<file path="config.mk">
export PLATFORM = sky130hd
export DESIGN_NAME = smdiv_restoring
export DESIGN_NICKNAME = d
export VERILOG_FILES = /design/src/rtl/smdiv_pkg.sv /design/src/rtl/smdiv_step.sv /design/src/rtl/smdiv_ctrl.sv /design/src/rtl/smdiv_restoring.sv
export SDC_FILE = /design/constraint.sdc
export NUM_CORES = 1
export LEC_CHECK = 0
export CAP_MARGIN = 20
export CORE_ASPECT_RATIO = 1.1
export CORE_MARGIN = 2
export CORE_UTILIZATION = 50
export DETAILED_ROUTE_END_ITERATION = 7
export PLACE_DENSITY_LB_ADDON = 0.08
export RECOVER_POWER = 25
export SLEW_MARGIN = 20
export SYNTH_ARGS = -nofsm -noshare
export SYNTH_HDL_FRONTEND = slang
export SYNTH_SLANG_ARGS = --single-unit
</file>
<file path="constraint.sdc">
create_clock -name clk -period 2.65 [get_ports clk]
set_clock_uncertainty 0.15 [all_clocks]
set_input_delay 0.53 -clock clk [delete_from_list [all_inputs] [get_ports clk]]
set_output_delay 0.53 -clock clk [all_outputs]
set_load 0.01 [all_outputs]
</file>
<file path="src/rtl/smdiv_pkg.sv">
package smdiv_pkg;

   typedef enum logic {
      ST_IDLE = 1'b0,
      ST_RUN  = 1'b1
   } smdiv_state_e;

   // restore variants for the iteration step
   localparam bit RESTORE_MUX = 1'b0;
   localparam bit RESTORE_ADD = 1'b1;

endpackage

</file>
<file path="src/rtl/smdiv_step.sv">
module smdiv_step #(
   parameter int W              = 8,
   parameter bit RESTORE_BY_ADD = 1'b0
) (
   input  logic [W-1:0] a_i,
   input  logic [W-1:0] q_i,
   input  logic [W-1:0] m_i,
   output logic [W-1:0] a_o,
   output logic [W-1:0] q_o
);
   localparam int SW = W + 1;   // shifted remainder width
   localparam int DW = W + 2;   // difference width incl. sign

   logic [SW-1:0] a_sh;
   logic [DW-1:0] diff;
   logic [DW-1:0] rest;
   logic          neg;
   logic          unused_bits;

   assign a_sh = {a_i, q_i[W-1]};
   assign diff = {1'b0, a_sh} - {2'b00, m_i};
   assign neg  = diff[DW-1];

   generate
      if (RESTORE_BY_ADD) begin : g_add_back
         assign rest = diff + {2'b00, m_i};
      end else begin : g_keep_old
         assign rest = {1'b0, a_sh};
      end
   endgenerate

   assign a_o = neg ? rest[W-1:0] : diff[W-1:0];
   assign q_o = {q_i[W-2:0], ~neg};

   assign unused_bits = ^{diff[W], rest[DW-1:W]};

endmodule

</file>
<file path="src/rtl/smdiv_ctrl.sv">
module smdiv_ctrl
   import smdiv_pkg::*;
#(
   parameter int W = 8
) (
   input  logic clk,
   input  logic rst_n,
   input  logic start,
   input  logic dvs_zero,
   output logic busy,
   output logic load,
   output logic zfin,
   output logic last
);
   localparam int CW = $clog2(W + 1);
   localparam logic [CW-1:0] LAST_CNT = CW'(W - 1);

   smdiv_state_e  state_q;
   logic [CW-1:0] cnt_q;

   assign busy = (state_q == ST_RUN);
   assign load = start && !busy && !dvs_zero;
   assign zfin = start && !busy && dvs_zero;
   assign last = busy && (cnt_q == LAST_CNT);

   always_ff @(posedge clk or negedge rst_n) begin
      if (!rst_n) begin
         state_q <= ST_IDLE;
         cnt_q   <= '0;
      end else if (load) begin
         state_q <= ST_RUN;
         cnt_q   <= '0;
      end else if (busy) begin
         if (last) begin
            state_q <= ST_IDLE;
            cnt_q   <= '0;
         end else begin
            cnt_q <= cnt_q + 1'b1;
         end
      end
   end

endmodule

</file>
<file path="src/rtl/smdiv_restoring.sv">
module smdiv_restoring
   import smdiv_pkg::*;
#(
   parameter int W              = 8,
   parameter bit RESTORE_BY_ADD = RESTORE_MUX
) (
   input  logic         clk,
   input  logic         rst_n,
   input  logic         start,
   input  logic [W-1:0] dvd_mag,
   input  logic         dvd_sign,
   input  logic [W-1:0] dvs_mag,
   input  logic         dvs_sign,
   output logic [W-1:0] quo_mag,
   output logic [W-1:0] rem_mag,
   output logic         quo_sign,
   output logic         rem_sign,
   output logic         div_zero,
   output logic         done
);
   generate
      if (W < 2) begin : g_bad_width
         $error("smdiv_restoring: W must be at least 2");
      end
   endgenerate

   logic         busy, load, zfin, last;
   logic [W-1:0] a_q, q_q, m_q;
   logic [W-1:0] a_nx, q_nx;
   logic         qs_q, rs_q;

   smdiv_ctrl #(.W(W)) u_ctrl (
      .clk      (clk),
      .rst_n    (rst_n),
      .start    (start),
      .dvs_zero (dvs_mag == '0),
      .busy     (busy),
      .load     (load),
      .zfin     (zfin),
      .last     (last)
   );

   smdiv_step #(.W(W), .RESTORE_BY_ADD(RESTORE_BY_ADD)) u_step (
      .a_i (a_q),
      .q_i (q_q),
      .m_i (m_q),
      .a_o (a_nx),
      .q_o (q_nx)
   );

   // working registers
   always_ff @(posedge clk or negedge rst_n) begin
      if (!rst_n) begin
         a_q  <= '0;
         q_q  <= '0;
         m_q  <= '0;
         qs_q <= 1'b0;
         rs_q <= 1'b0;
      end else if (load) begin
         a_q  <= '0;
         q_q  <= dvd_mag;
         m_q  <= dvs_mag;
         qs_q <= dvd_sign ^ dvs_sign;
         rs_q <= dvd_sign;
      end else if (busy) begin
         a_q <= a_nx;
         q_q <= q_nx;
      end
   end

   // result registers
   always_ff @(posedge clk or negedge rst_n) begin
      if (!rst_n) begin
         quo_mag  <= '0;
         rem_mag  <= '0;
         quo_sign <= 1'b0;
         rem_sign <= 1'b0;
         div_zero <= 1'b0;
         done     <= 1'b0;
      end else begin
         done <= last || zfin;
         if (last) begin
            quo_mag  <= q_nx;
            rem_mag  <= a_nx;
            quo_sign <= qs_q;
            rem_sign <= rs_q;
            div_zero <= 1'b0;
         end else if (zfin) begin
            quo_mag  <= '0;
            rem_mag  <= '0;
            quo_sign <= dvd_sign ^ dvs_sign;
            rem_sign <= dvd_sign;
            div_zero <= 1'b1;
         end
      end
   end

endmodule

</file>
Word-level counts from Yosys, hierarchy flattened
Cells that the tools add are included.
- reductions and logical operators: 10
- multiplexer cells: 20
- shift operators: 0
- equal/unequal tests: 1
- add/subtract/negate cells: 2
- $lt $le $gt $ge: 0
- multipliers: 0
- bitwise logic cells: 2
- div/mod/pow operators: 0
- operators with widths (cell ; count):
    $mux 8 ; 8
    $mux 4 ; 3
    $sub 9x8->10 ; 1
    $mux 1 ; 9
    $logic_not 8->1 ; 1
    $add 4x1->4 const B ; 1
    $eq 4x3->1 const B ; 1
    $logic_and 1x1->1 ; 4
    $reduce_bool 2->1 ; 2
    $logic_not 1->1 ; 2
    $logic_or 1x1->1 ; 1
    $not 1->1 ; 1
    $xor 1x1->1 ; 1
- bits in writable memories: 0
- memories kept: 0
- output and inout bits: 20
- bits in read-only memories: 0
- bits in latches: 0
- register bits after elaboration: 51

Depth between registers and ports, before layout
Gate-level depths: netlist (run 1).
- word-level depth: 5
- gate-level depth with buffers: 9
- mapped depth without buffers: 9

Cells and area by module
Synthesis (run 1) repeated with hierarchy kept, for this count alone.
- cell total of the unflattened synthesis: 231
- area total of the unflattened synthesis: 2648.8 µm²
- modules (own cells, without submodules) (module ; times used ; cells each ; area each (µm²)):
    smdiv_restoring ; 1 ; 137 ; 1826.8
    smdiv_step ; 1 ; 67 ; 549.3
    smdiv_ctrl ; 1 ; 27 ; 272.8

Least setup slack after synthesis (run 1)
Ideal clock, no wire load.
- kind: reg-to-reg
- from: reg a_q[3]
- to: reg a_q[0]
- arrival time: 1.902 ns
- buffers on the path: 0
- setup slack: 0.516 ns
- stages on the path, launching flop included: 7
- cell sequence: dfrtp_1 -> ha_1 -> a21oi_1 -> o221ai_2 -> nor2_4 -> mux2_4 -> o22ai_2
- longest elaborated chain between the ends: 4
- ends and longest elaborated chain (item ; line ; source):
    start, declared ; smdiv_restoring.sv:28 ; logic [W-1:0] a_q, q_q, m_q;
    start signal, assigned ; smdiv_restoring.sv:66 ; a_q <= a_nx;
    $sub 9x8->10 ; smdiv_step.sv:21 ; assign diff = {1'b0, a_sh} - {2'b00, m_i};
    $mux 8 ; smdiv_step.sv:32 ; assign a_o = neg ? rest[W-1:0] : diff[W-1:0];
    $mux 8 ; smdiv_restoring.sv:65 ; end else if (busy) begin
    $mux 8 ; smdiv_restoring.sv:59 ; end else if (load) begin
Every way passes these cells. The select of a mux whose other input is x is not followed.
A chain may end at the register's enable or synchronous reset.

Worst setup path in the final report (run 1)
- from: reg a_q[5]
- to: reg a_q[0]
Same word-level chain as after synthesis.

==> metrics.md, run 1 <==
| Metric | Value |
|---|---|
| Unrepaired setup endpoints after global routing | no |
| Sw Ratio | 0.415 |
| Tot GR Track Use | 0.219 |
| Fin. max-slew vios | 0 |
| Crit path required time | 2.73 ns |
| Measured slew at the worst slew-check pin | approximately 1.0 ns |
| Initial antenna violation count | 0 |
| Status | finished clean |
| Synth Area per Inst | 9.46 um^2 |
| Startpoint Class | flop |
| Remaining Overflow, GRT | 0 |
| Fin util | 0.641 |
| Post-CTS setup buffer count | 0 |
| Final setup viols | 0 |
| Flop and latch count out of synthesis | 51 |
| Vias in the first global route | 2,089 |
| Leak | 1.41 nW |
| Mapped Cells | 273 |
| NetSw | 1.90 mW |
| Cell Rows | 27 |
| Count of unique library cells instantiated by Yosys | 46 |
| EDFF count, synth | 0 |
| Final TNS setup | 0 ns |
| Worst-path clk slew | 0.09 ns |
| Synth Cell Area | ~2600 um^2 |
| Final worst path period share | 0.922 |
| Tmin final | around 2.4 ns |
| Max_cap viols | 0 |
| Initial core utilization | 0.517 |
| FF-to-FF Start | a_q[5] |
| Final #Nets | 353 |
| Cell taking the most area after synthesis | dfrtp_1 |
| Clock Latency Late Sink | 0.30 ns |
| Top_reg_cell synth | dfrtp_1 |
| Global-route wire length before repair | around 9700 um |
| I/O Pins | 41 |
| CTS H-tree depth | 2 |
| TritonCTS Sinks | 51 |
| P_int | about 2.7 mW |
| Area Growth Syn to Fin | 24.0% |
| Pin count of the biggest net entering global routing | 21 |
| Vert. Die Dim | 79.4 um |
| Antenna cells | 0 |
| PostCTS Resize Cnt | 0 |
| Fmax | 409 MHz |
| Clock buffer depth | 2 |
| Die width | about 73 um |
| Core area | 5000 um^2 |
| Initial DRC Count | 64 |
| Power per cell area | roughly 1400 nW/um^2 |
| Crit Path Max Fanout | 9 |
| Post-CTS Hold Buffers | 0 |
| GP Congestion | 0.823 |
| Hold Fails Final Rpt | 0 |
| Slew Limit Headroom | 0.315 |
| Crit path capture type | flop |
| Detailed Routing Iterations Pass 1 | 4 |
| Non-Filler Instances | roughly 380 |
| DRC violation count after routing | 0 |
| CTS tree | built |
| R2R Setup Slk | 0.21 ns |
| CTS Root Cell | clkbuf_8 |
| DIE AREA | 5760 um^2 |
| VDD IR max | 0.613 mV |
| Sequential share of the synthesized area | 0.494 |
| Mapped Nets | 304 |
| R2R cell count | 7 |
| Dpl cells | 373 |
| Number of port buffers | 40 |
| FILL cells | between 400 and 500 |
| Min-Delay Path Class | in -> async |
| Routed len/inst | roughly 15 um |
| Post-synth top area share | 0.494 |
| Pwr Total | 4.57 mW |
| Hpwl dp | 4390 um |
| Fraction of layout cells with a size suffix above 1 | 0.102 |
| Comb power frac | 0.568 |
| Flop pwr share | 0.309 |
| Total CTS buffers | 5 |
| Crit Path Class | reg -> reg |
| Via-to-Cell Ratio | between 5 and 6 |
| Post-Route WL | roughly 5800 um |
| Clock share of power | 0.123 |
| Via count | 2,143 |
| RR Endpoint | a_q[0] |
| FFs w/ async S/R, synth | 1.00 |
| DRT antenna net count | 0 |
| Ys Warns | 0 |
| Largest cells by area after synthesis | dfrtp_1 49%, nand2_1 9.2%, ha_1 4.4% |
| WHS | 0.222 ns |
| Worst EP arrival | approximately 2.5 ns |
through the flow:
| step | setup WS [ns] | area (um^2) |
|---|---|---|
| 2_1_floorplan | 0.516 | 2580 |
| 3_3_place_gp | 0.219 | 3100 |
| 3_5_place_dp | 0.223 | 3100 |
| 4_1_cts | 0.195 | 3210 |
| 5_1_grt | 0.0997 | 3200 |
| 6_report | 0.206 | 3200 |
logic make-up (layout without fill, tap and decap cells):
| group | after synthesis | after routing | share of synthesized area |
|---|---|---|---|
| buffers and inverters | 29 | 79 | 0.0484 |
| AOI/OAI and AO/OA | 69 | 69 | 0.182 |
| adders and majority gates | 10 | 10 | 0.0513 |
| DFF | 51 | 51 | 0.494 |
| xor gates and xnor gates | 6 | 6 | 0.0203 |
| muxes | 7 | 7 | 0.0291 |
| and+or+nand+nor | 101 | 101 | 0.175 |
worst max-delay path by stage:
stage	to	from	cells past startpoint
2_1_floorplan	a_q[0]	a_q[3]	6
6_report	a_q[0]	a_q[5]	7
5_1_grt	a_q[0]	a_q[5]	7
3_3_place_gp	quo_mag[1]	dvs_mag[5]	7
4_1_cts	a_q[0]	a_q[5]	7
3_5_place_dp	quo_mag[7]	dvs_mag[5]	7
critical path: stages (launching register included):
cell and delay [ns]:
dfrtp_1 0.42, ha_1 0.46, nand4_2 0.16, a2111oi_4 0.45, nor2_4 0.11, buf_4 0.18
mux2_4 0.31, o22ai_2 0.13
synth_stat cells, types with 2 or more instances:
| cell | n |
|---|---|
| xor2_1 | 4 |
| a22oi_1 | 7 |
| nor2b_1 | 2 |
| ha_1 | 9 |
| o21ai_0 | 22 |
| o31ai_1 | 2 |
| nand2_1 | 63 |
| nor2_2 | 2 |
| buf_4 | 2 |
| nor3_1 | 2 |
| nor3b_1 | 2 |
| mux2i_1 | 6 |
| dfrtp_1 | 51 |
| o22ai_2 | 2 |
| nand2b_1 | 3 |
| o211ai_1 | 2 |
| nand3_1 | 7 |
| clkbuf_1 | 7 |
| nand3b_1 | 2 |
| xnor2_1 | 2 |
| nor4_1 | 2 |
| inv_1 | 16 |
| o21ai_1 | 2 |
| a21oi_2 | 2 |
| a211oi_1 | 4 |
| nor2_1 | 12 |
| o22ai_1 | 10 |
| a21oi_1 | 8 |
power by group through the flow:
stage                     registers, mW  logic [mW]  clock network (mW)
after global routing               1.46        2.89               0.602
after floorplan                    1.44        1.78                   0
after global placement             1.42        2.55                   0
after CTS                          1.42        2.61               0.573
final                              1.41        2.60               0.562
after detailed placement           1.43        2.60                   0
cells in the final DEF (no fill, tap or decap), types with 3 or more instances in the layout:
cell type,netlist,layout
dfrtp_1,51,51
o22ai_1,10,10
buf_4,2,12
ha_1,9,9
a21oi_1,8,8
nand2_1,63,63
xor2_1,4,4
clkbuf_1,7,3
clkdlybuf4s50_1,0,39
clkbuf_8,0,6
nand3_1,7,7
a22oi_1,7,7
nand2b_1,3,3
inv_1,16,16
o21ai_0,22,22
a211oi_1,4,4
mux2i_1,6,6
nor2_1,12,12
flip-flops by register name, indices dropped and copies added (netlist names), 4 cells and up:
signal	count
rem_mag	8
m_q	8
u_ctrl.cnt_q	4
a_q	8
q_q	8
quo_mag	8
cell type report:
cell class / count / area [um^2] / share of cell area
tap: 58 / 72.6 / 0.0226
clock inverter: 2 / 35.0 / 0.0109
timing repair buffer: 54 / 492 / 0.153
clock buffer: 6 / 82.6 / 0.0258
sequential: 51 / 1280 / 0.398
multi-input combinational: 193 / 1180 / 0.369
inverter: 17 / 63.8 / 0.0199
layer usage:
metal  global-route usage  vias up  share of wire
met1                0.273     1050           0.44
li1                     -     1040              -
met5                    0        -              0
met2                0.368       45           0.50
met4                0.102        0          0.016
met3               0.0366        8          0.039
Power figures use the tool's default switching activity.
==> run 2: changes to the inputs <==
--- a/config.mk
+++ b/config.mk
@@ -6,13 +6,16 @@
 export NUM_CORES = 1
 export LEC_CHECK = 0
 export CAP_MARGIN = 20
+export CELL_PAD_IN_SITES_DETAIL_PLACEMENT = 1
+export CELL_PAD_IN_SITES_GLOBAL_PLACEMENT = 2
 export CORE_ASPECT_RATIO = 1.1
 export CORE_MARGIN = 2
-export CORE_UTILIZATION = 50
+export CORE_UTILIZATION = 35
 export DETAILED_ROUTE_END_ITERATION = 7
 export PLACE_DENSITY_LB_ADDON = 0.08
 export RECOVER_POWER = 25
 export SLEW_MARGIN = 20
 export SYNTH_ARGS = -nofsm -noshare
 export SYNTH_HDL_FRONTEND = slang
+export SYNTH_HIERARCHICAL = 1
 export SYNTH_SLANG_ARGS = --single-unit
==> run 2 against run 1 <==
Effect of this change:
- sequential power is essentially flat
- largest cell class unchanged
- critical path type unchanged
- critical endpoint is now a_q[6]
- highest routed layer unchanged
- total power shrank 2.4%
- synthesized area grew 2.5%
- fmax shrank 1.2%
- critical path depth grew 3
- cell count shrank 5.0%
- combinational power is essentially flat
==> metrics.md, run 2 <==
| Metric | Value |
|---|---|
| CP Cell Sequence | inv_1 -> ha_1 -> fa_1 -> nor2b_1 -> o31a_1 -> mux2i_1 -> nand2_1 -> mux2_4 -> mux2i_2 -> nor2_1 |
| Status | finished clean |
| Final TNS setup | 0 ns (unchanged) |
| Via count | 1,816 (-15%) |
| Synth Area per Inst | 11.5 um^2 (+21%) |
| Hpwl dp | 4320 um (-1.5%) |
| Most Crowded Layer GR | met2 |
| Commonest non-fill, non-tap cell in the layout | dfrtp_1 |
| GP Congestion | 0.714 (-13%) |
| Slowest Stage Delay on Critical Path | 0.42 ns (-0.04 ns) |
| Mapped Nets | 262 (-14%) |
| R2R cell count | 10 (+3) |
| DRC violation count after routing | 0 (unchanged) |
| Vert. Die Dim | 95.2 um (+20%) |
| EDFF count, synth | 0 (unchanged) |
| Crit path required time | 2.66 ns (-0.07 ns) |
| Startpoint Class | flop |
| WHS | 0.339 ns (+0.117 ns) |
| Cell Rows | 33 (+22%) |
| Non-Filler Instances | 362 (-5.0%) |
| Dpl cells | 356 (-4.6%) |
| Final setup viols | 0 (unchanged) |
| Multi-input gate area | 1200 um^2 (+1.9%) |
| Cell taking the most area after synthesis | dfrtp_1 |
| Sequential share of the synthesized area | 0.482 (-0.0121) |
| Final #Nets | 307 (-13%) |
| Initial antenna violation count | 0 (unchanged) |
| FF+latch area | 1280 um^2 (unchanged) |
| VDD IR max | 0.378 mV (-38%) |
| Fin. max-slew vios | 0 (unchanged) |
| Antenna cells | 0 (unchanged) |
| Most frequent cells after synthesis | 51 x dfrtp_1, 20 x mux2i_1, 18 x nor2_1, 16 x a22o_1, 15 x nand2_1 |
| Post-synth top area share | 0.482 (-0.0121) |
| CTS tree | built |
| Max_cap viols | 0 (unchanged) |
| I/O Pins | 41 (unchanged) |
| Number of port buffers | 40 (unchanged) |
| CTS Root Cell | clkbuf_8 |
| Flop and latch count out of synthesis | 51 (unchanged) |
| Core area | 7390 um^2 (+48%) |
| Comb power frac | 0.585 (+0.017) |
| DP Area | 3150 um^2 (+1.8%) |
| Crit. path cell count | 10 (+3) |
| Design area | 3220 um^2 (+0.35%) |
| Count of unique library cells instantiated by Yosys | 43 (-6.5%) |
| Hold Fails Final Rpt | 0 (unchanged) |
| Initial DRC Count | 30 (-53%) |
| Met3 Usage GRT | 0.0260 (-0.0106) |
| Clock buffer depth | 2 (unchanged) |
| R2R Setup Slk | 0.18 ns (-0.03 ns) |
| Crit-path slowest cell | fa_1 |
| Fmax | 404 MHz (-1.2%) |
| Worst EP arrival | 2.48 ns (-0.05 ns) |
| CP top delay family | adder cells |
| Top-count cell post-synth | dfrtp_1 |
| Met1 usage | 0.199 (-0.0744) |
| Slew Limit Headroom | 0.133 (-0.182) |
| Initial core utilization | 0.358 (-0.158) |
| Global-route wire length before repair | 9350 um (-3.3%) |
| Remaining Overflow, GRT | 0 (unchanged) |
| DIE AREA | 8280 um^2 (+44%) |
| Clock share of power | 0.096 (-0.027) |
| Fin util | 0.435 (-0.206) |
| Leak | 1.51 nW (+6.9%) |
| Crit path capture type | flop |
| GR Util met2 | 0.244 (-0.124) |
| Top_reg_cell synth | dfrtp_1 |
| Final worst path period share | 0.933 (+0.0112) |
| Crit Path Class | reg -> reg |
| Mapped Cells | 231 (-15%) |
| DRT antenna net count | 0 (unchanged) |
| NetSw | 1.73 mW (-9.1%) |
| Tot GR Track Use | 0.147 (-0.0722) |
| Post-CTS Hold Buffers | 0 (unchanged) |
| Most frequent cells in the layout | 51 x dfrtp_1, 39 x clkdlybuf4s50_1, 19 x mux2i_1 |
| Flop pwr share | 0.318 (+0.009) |
| Unrepaired setup endpoints after global routing | no |
| Setup ws final | 0.176 ns (-0.0298 ns) |
| Worst-path clk slew | 0.09 ns (about the same) |
| Fraction of layout cells with a size suffix above 1 | 0.182 (+0.0797) |
| Tmin final | 2.47 ns (+0.0298 ns) |
| Via-to-Cell Ratio | 5.02 (-11%) |
| Min-Delay Path Class | in -> async |
| Vias in the first global route | 1,838 (-12%) |
| Power per cell area | 1390 nW/um^2 (-2.7%) |
| CTS H-tree depth | 2 (unchanged) |
| Area Growth Syn to Fin | 21.4% |
| FILL cells | 818 (+81%) |
| Post-Route WL | 5840 um (+0.22%) |
| Ys Warns | 6 (+6) |
| Pin count of the biggest net entering global routing | 29 (+38%) |
| P_int | 2.74 mW (+2.4%) |
| FFs w/ async S/R, synth | 1.00 (unchanged) |
| Total CTS buffers | 5 (unchanged) |
| TritonCTS Sinks | 51 (unchanged) |
| Pwr Total | 4.46 mW (-2.4%) |
| Measured slew at the worst slew-check pin | 1.30 ns (+0.273 ns) |
| Routed len/inst | 16.1 um (+5.5%) |
| Place WS | -0.120 ns (-0.343 ns) |
| Sw Ratio | 0.387 (-0.0286) |
| Clock Latency Late Sink | 0.30 ns (about the same) |
| Crit Path Max Fanout | 2 (-7) |
| WP buf/inv | 1 (unchanged) |
| Largest cells by area after synthesis | dfrtp_1 48%, mux2i_1 7.6%, a22o_1 5.3% |
| Synth Cell Area | 2650 um^2 (+2.5%) |
| Die width | 86.9 um (+20%) |
| Detailed Routing Iterations Pass 1 | 4 (unchanged) |
run 2: cell type report:
cell class / count / area share
multi-input combinational: 151 / 0.375
clock buffer: 5 / 0.0214
tap: 87 / 0.0339
inverter: 12 / 0.0140
timing repair buffer: 55 / 0.157
sequential: 51 / 0.397
clock inverter: 1 / 0.00233
run 2: cell families after synthesis:
kind of cell,share of synthesized area
compound gates,0.129
xor+xnor,0.0198
fa+ha+maj,0.0501
buf+inv,0.0675
flops,0.482
mux,0.142
simple gates,0.110
run 2: path summary, 6_finish.rpt:
| path | startpoint | end |
|---|---|---|
| max | q_q[7] | a_q[6] |
| min | rst_n | div_zero |
| max reg2reg | q_q[7] | a_q[6] |
| min reg2reg | rem_mag[4] | rem_mag[4] |
| max in group asynchronous | rst_n | rem_mag[4] |
| min in group clk | rem_mag[4] | rem_mag[4] |
run 2: power by group through the flow:
stage | logic (mW) | registers, mW | clock network (mW)
finish | 2.61 | 1.42 | 0.430
global route | 2.90 | 1.48 | 0.485
global placement | 2.59 | 1.44 | 0
CTS | 2.64 | 1.43 | 0.448
detailed placement | 2.63 | 1.44 | 0
floorplan | 1.93 | 1.41 | 0
run 2: timing repair:
| item | 4_1_cts | 5_1_grt |
|---|---|---|
| endpoints found under the setup margin | 0 | 1 |
| setup buffers | 0 | 0 |
| hold endpoints to repair | 0 | 0 |
| gates resized for setup | 0 | 1 |
run 2: layer usage:
| metal | share of wire | routed length (um) |
|---|---|---|
| met5 | 0 | 0 |
| met3 | 0.023 | 136 |
| met2 | 0.49 | 2880 |
| met4 | 0.0087 | 51 |
| met1 | 0.47 | 2770 |
